$ cat src/rtl/pair_unpack_pkg.sv
package pair_unpack_pkg;

  // Which half of the head word is presented to the consumer.
  typedef enum logic {
    HALF_LO = 1'b0,
    HALF_HI = 1'b1
  } half_sel_e;

  localparam int unsigned SAMPLES_PER_WORD = 2;

endpackage

$ cat src/rtl/pu_wr_ctrl.sv
module pu_wr_ctrl #(
  parameter int unsigned AW = 4
) (
  input  logic          clk,
  input  logic          rst,
  input  logic          wr_en,
  input  logic          full,
  output logic          wr_accept,
  output logic [AW:0]   wptr,
  output logic          overflow
);

  logic [AW:0] wptr_q;
  logic        ovf_q;

  assign wr_accept = wr_en & ~full;

  always_ff @(posedge clk) begin
    if (rst) begin
      wptr_q <= '0;
    end else if (wr_accept) begin
      wptr_q <= wptr_q + 1'b1;
    end
  end

  // Sticky record of any write refused because the store was full.
  always_ff @(posedge clk) begin
    if (rst) begin
      ovf_q <= 1'b0;
    end else if (wr_en && full) begin
      ovf_q <= 1'b1;
    end
  end

  assign wptr     = wptr_q;
  assign overflow = ovf_q;

endmodule

$ cat src/rtl/pu_rd_ctrl.sv
module pu_rd_ctrl
  import pair_unpack_pkg::*;
#(
  parameter int unsigned AW = 4
) (
  input  logic        clk,
  input  logic        rst,
  input  logic        rd_valid,
  input  logic        rd_ready,
  output logic [AW:0] rptr,
  output half_sel_e   half
);

  logic [AW:0] rptr_q;
  half_sel_e   half_q;
  logic        take;

  assign take = rd_valid & rd_ready;

  // Half select flips on every consumed sample.
  always_ff @(posedge clk) begin
    if (rst) begin
      half_q <= HALF_LO;
    end else if (take) begin
      half_q <= (half_q == HALF_LO) ? HALF_HI : HALF_LO;
    end
  end

  // The slot is released only once its upper sample is gone.
  always_ff @(posedge clk) begin
    if (rst) begin
      rptr_q <= '0;
    end else if (take && (half_q == HALF_HI)) begin
      rptr_q <= rptr_q + 1'b1;
    end
  end

  assign rptr = rptr_q;
  assign half = half_q;

endmodule

$ cat src/rtl/pu_flags.sv
module pu_flags #(
  parameter int unsigned AW = 4
) (
  input  logic [AW:0] wptr,
  input  logic [AW:0] rptr,
  output logic        full,
  output logic        word_empty
);

  logic          same_idx;
  logic          wrap_diff;

  assign same_idx   = (wptr[AW-1:0] == rptr[AW-1:0]);
  assign wrap_diff  = wptr[AW] ^ rptr[AW];
  assign full       = same_idx & wrap_diff;
  assign word_empty = same_idx & ~wrap_diff;

endmodule

$ cat src/rtl/pu_store.sv
module pu_store
  import pair_unpack_pkg::*;
#(
  parameter int unsigned DEPTH    = 16,
  parameter int unsigned SAMPLE_W = 12,
  localparam int unsigned AW      = $clog2(DEPTH),
  localparam int unsigned WORD_W  = SAMPLE_W * SAMPLES_PER_WORD
) (
  input  logic                clk,
  input  logic                we,
  input  logic [AW-1:0]       waddr,
  input  logic [WORD_W-1:0]   wdata,
  input  logic [AW-1:0]       raddr,
  input  half_sel_e           half,
  output logic [SAMPLE_W-1:0] sample
);

  logic [WORD_W-1:0]   mem [DEPTH];
  logic [WORD_W-1:0]   head;
  logic [SAMPLE_W-1:0] lane [SAMPLES_PER_WORD];

  always_ff @(posedge clk) begin
    if (we) begin
      mem[waddr] <= wdata;
    end
  end

  // Show-ahead read: the head word is always on the output.
  assign head = mem[raddr];

  for (genvar g = 0; g < SAMPLES_PER_WORD; g++) begin : g_lane
    assign lane[g] = head[g*SAMPLE_W +: SAMPLE_W];
  end

  assign sample = lane[half];

endmodule

$ cat src/rtl/pair_unpack_fifo.sv
module pair_unpack_fifo
  import pair_unpack_pkg::*;
#(
  parameter int unsigned DEPTH    = 16,
  parameter int unsigned SAMPLE_W = 12,
  localparam int unsigned AW      = $clog2(DEPTH),
  localparam int unsigned WORD_W  = SAMPLE_W * SAMPLES_PER_WORD
) (
  input  logic                clk,
  input  logic                rst,
  input  logic                wr_en,
  input  logic [WORD_W-1:0]   wr_data,
  output logic                full,
  output logic                overflow,
  output logic [SAMPLE_W-1:0] rd_data,
  output logic                rd_valid,
  input  logic                rd_ready,
  output logic                empty
);

  logic [AW:0] wptr;
  logic [AW:0] rptr;
  logic        wr_accept;
  logic        word_empty;
  half_sel_e   half;

  pu_wr_ctrl #(.AW(AW)) u_wr (
    .clk       (clk),
    .rst       (rst),
    .wr_en     (wr_en),
    .full      (full),
    .wr_accept (wr_accept),
    .wptr      (wptr),
    .overflow  (overflow)
  );

  pu_rd_ctrl #(.AW(AW)) u_rd (
    .clk      (clk),
    .rst      (rst),
    .rd_valid (rd_valid),
    .rd_ready (rd_ready),
    .rptr     (rptr),
    .half     (half)
  );

  pu_flags #(.AW(AW)) u_flags (
    .wptr       (wptr),
    .rptr       (rptr),
    .full       (full),
    .word_empty (word_empty)
  );

  pu_store #(.DEPTH(DEPTH), .SAMPLE_W(SAMPLE_W)) u_store (
    .clk    (clk),
    .we     (wr_accept),
    .waddr  (wptr[AW-1:0]),
    .wdata  (wr_data),
    .raddr  (rptr[AW-1:0]),
    .half   (half),
    .sample (rd_data)
  );

  // A half-read word keeps the pointers apart, so this counts samples.
  assign rd_valid = ~word_empty;
  assign empty    = word_empty;

endmodule

$ cat config.mk
export PLATFORM = sky130hd
export DESIGN_NAME = pair_unpack_fifo
export DESIGN_NICKNAME = d
export VERILOG_FILES = /design/src/rtl/pair_unpack_pkg.sv /design/src/rtl/pu_wr_ctrl.sv /design/src/rtl/pu_rd_ctrl.sv /design/src/rtl/pu_flags.sv /design/src/rtl/pu_store.sv /design/src/rtl/pair_unpack_fifo.sv
export SDC_FILE = /design/constraint.sdc
export NUM_CORES = 1
export LEC_CHECK = 0
export ABC_CLOCK_PERIOD_IN_PS = 3200
export BUFFER_PORTS_ARGS = -buffer_cell sky130_fd_sc_hd__buf_2
export CORE_ASPECT_RATIO = 1.4
export CORE_MARGIN = 3
export CORE_UTILIZATION = 45
export DETAILED_ROUTE_END_ITERATION = 10
export PLACE_DENSITY_LB_ADDON = 0.1
export SYNTH_ARGS = -nofsm -noshare
export SYNTH_HDL_FRONTEND = slang
export SYNTH_SLANG_ARGS = --single-unit
$ cat constraint.sdc
create_clock -name clk -period 3.2 [get_ports clk]
set_input_delay 0.96 -clock clk [delete_from_list [all_inputs] [get_ports clk]]
set_output_delay 0.96 -clock clk [all_outputs]
set_load 0.02 [all_outputs]
==> results.yml <==
yosys:
  synth_common_cells: "edfxtp_1 (384), mux2i_1 (194), a22oi_1 (48)"
  syn_inst: 912
  syn_area_um2: 15800
  synth_nets: 945
  synth.most_common_cell: "edfxtp_1"
  netlist.top_cell.by_area: "edfxtp_1"
  postSynthAreaPerCell_um2: 17.3
  synth_top_cell_area_share_pct: 73.2
  yosysSeqAreaShare_pct: 75.2
  synth_area_leaders: "edfxtp_1 (73%), mux2i_1 (12%), a22oi_1 (2.3%)"
  yosys_warnings: 0
  postSynth.asyncResetShare_pct: 0
  ys.flop_type: "edfxtp_1"
  ys_ff_latch: 400
  yosysUniqueCellTypes: 35
  synth_edf_count: 384
setup_path:
  cp-start-kind: "flop"
  critical_path_class: "flop to output pin"
  reg2reg_depth: 5
  rrSetupSlack_ns: 0.84
  path_max_fanout: 6
  cp-end-kind: "output pin"
  r2r_end: "u_store.mem[7][5]$_DFFE_PP_"
  required_ns: 2.24
  cp.arrival_ns: 2.38
  r2r-start: "u_wr.wptr[2]$_SDFFE_PP0P_"
timing:
  max-slew-margin-rel_pct: 59.4
  setup-violations-final: 11
  period_share_pct: 104
  tightest_slew_ns: 0.607
  slew_violations: 0
  rsz0062_at_grt: "true"
  final.setup.worst_slack_ns: -0.137
  clock_skew_ns: 0.0244
  fin_crit_ns: 3.34
  hold_slack_ns: 0.468
  setup_tns_ns: -0.760
  fmax_ghz: 0.300
  finalHoldViolations: 0
clock_network:
  cts_made_buffers: 39
  clk_latency_ns: 0.54
  tritoncts: "yes"
  clkTransAtPathRegs_ns: 0.06
  cts.sinks: 400
  cts-root-buf: "clkbuf_16"
  htree_levels: 2
  clk_path_buf_depth: 3
  cts_hold_buf: 0
floorplan:
  num_rows: 80
  die_area_um2: 37300
  start_util_pct: 45.9
  fp.dieH_um: 227
  die-width_um: 164
  coreArea_um2: 34300
  pin_count: 44
grt:
  grt.busiest_layer: "met2"
  met1_usage_pct: 27.3
  grt.total_usage_pct: 21.4
  met3_usage_pct: 2.89
  grt_pass1_wl_mm: 56.9
  grt_overflow_total: 0
  grt_max_degree: 30
  grt_pass1_vias: 8674
  antenna_found_initial: 2
  met2_usage_pct: 37.5
worst_hold_path:
  hold_path_class: "flop to flop"
  min_from: "u_wr.overflow$_SDFFE_PP0P_"
  holdPathEnd: "u_wr.overflow$_SDFFE_PP0P_"
  min_path_cells: 2
place:
  dp.cells: 1405
  portBuffers: 43
  postPlaceCellArea_um2: 17000
  place_congestion: 0.764
  dpl.hpwl_mm: 21.8
drt:
  wl_per_cell_um: 26.8
  post_drt_via_cell_ratio: 5.67
  firstDrtPassIters: 5
  drt_iter0_drc: 618
  ant_nets: 0
  vias: 8566
  route.detailed.drc: 0
  wirelength_mm: 40.5
power:
  power_w: 0.0112
  p_leak_nw: 6.12
  peakVddDrop_mv: 0.497
  cellPowerDensity_nw_per_um2: 582
final_layout:
  fillers: 2692
  final_cells: 1511
  num-nets-final: 1068
  final_cell_area_um2: 19200
  layout-drive-gt1-share_pct: 23.3
  syn2layout_area_growth_pct: 21.6
flow_run:
  cap_viol_max_count: 0
run_status:
  violations: "negative setup slack"
  outcome: "complete, but fails checks"
==> stage by stage <==
step           setup slack [ns]  util, %
2_1_floorplan             0.491        -
3_3_place_gp              0.278     49.4
3_5_place_dp              0.270     49.4
4_1_cts                  -0.131     54.9
5_1_grt                  -0.204     55.8
6_report                 -0.137     55.8
==> registers in the layout, indices dropped and copies added (netlist names), named ones only <==
name	count
u_rd.half	1
u_rd.rptr	5
u_store.mem	384
u_wr.overflow	1
u_wr.wptr	5
==> worst max path at each step <==
| stage | startpoint | to | slack, ns | depth (start not counted) |
|---|---|---|---|---|
| after global placement | flop | rd_data[2] | 0.28 | 7 |
| after floorplan | wr_en | u_store.mem[15][0]$_DFFE_PP_ | 0.49 | 2 |
| after detailed placement | flop | rd_data[2] | 0.27 | 7 |
| final | flop | rd_data[6] | -0.14 | 9 |
| after CTS | flop | rd_data[10] | -0.13 | 9 |
| after global routing | flop | rd_data[6] | -0.20 | 9 |
==> layout make-up <==
class	count	area, um^2	share of cell area [%]
flip-flops and latches	400	11900	61.9
inverters	4	15.0	0.0783
clock inverters	20	238	1.24
clock buffers	45	998	5.21
well taps	451	564	2.94
repair buffers	135	1660	8.64
multi-input cells	455	3840	20.0
diodes	1	2.50	0.0131
==> cells by family after synthesis <==
family / synth area share [%]
flops: 75.2
mux: 12.5
simple gates: 4.03
compound gates: 5.40
buf+inv: 1.75
xor+xnor: 0.667
fa+ha+maj: 0.397
==> placed cells by master, fill, tap and decap left out, types with 8 or more instances in the layout <==
cell / n
a21oi_1: 26
nand3_1: 20
clkbuf_16: 45
dfxtp_1: 13
nand4_1: 15
and3_2: 11
edfxtp_1: 384
nor2_1: 17
buf_6: 11
buf_16: 8
buf_12: 30
xnor2_1: 9
a22oi_1: 46
buf_2: 32
nand2_1: 25
buf_4: 45
a22o_1: 24
mux2i_1: 189
==> what timing repair did <==
item | 4_1_cts | 5_1_grt
cloned | 7 | 6
gates resized for setup | 54 | 24
pin swaps | 13 | 22
endpoints found under the setup margin | 12 | 12
setup buffers | 17 | 12
==> worst max-delay path, stage by stage, from the launching register on <==
cell and delay (ns):
dfxtp_4 0.44, buf_12 0.16, buf_16 0.15, buf_12 0.11, mux2i_2 0.21, a22o_1 0.17
nor3_2 0.05, a31oi_2 0.25, nand3_1 0.15, buf_6 0.15
==> power by group <==
group          switching (W)  total (W)  internal, W
Combinational       0.000458   0.000784     0.000327
Clock                0.00190    0.00454      0.00264
Sequential         0.0000234    0.00582      0.00580
Total                0.00238     0.0112      0.00877
==> metal layers <==
metal  wire length (um)  vias to the layer above
met4               1220                        0
met1              16300                     4392
li1                   -                     3874
met5                  0                        -
met3               1790                       72
met2              21100                      228
Note: power is estimated with default switching activity, not from simulation.
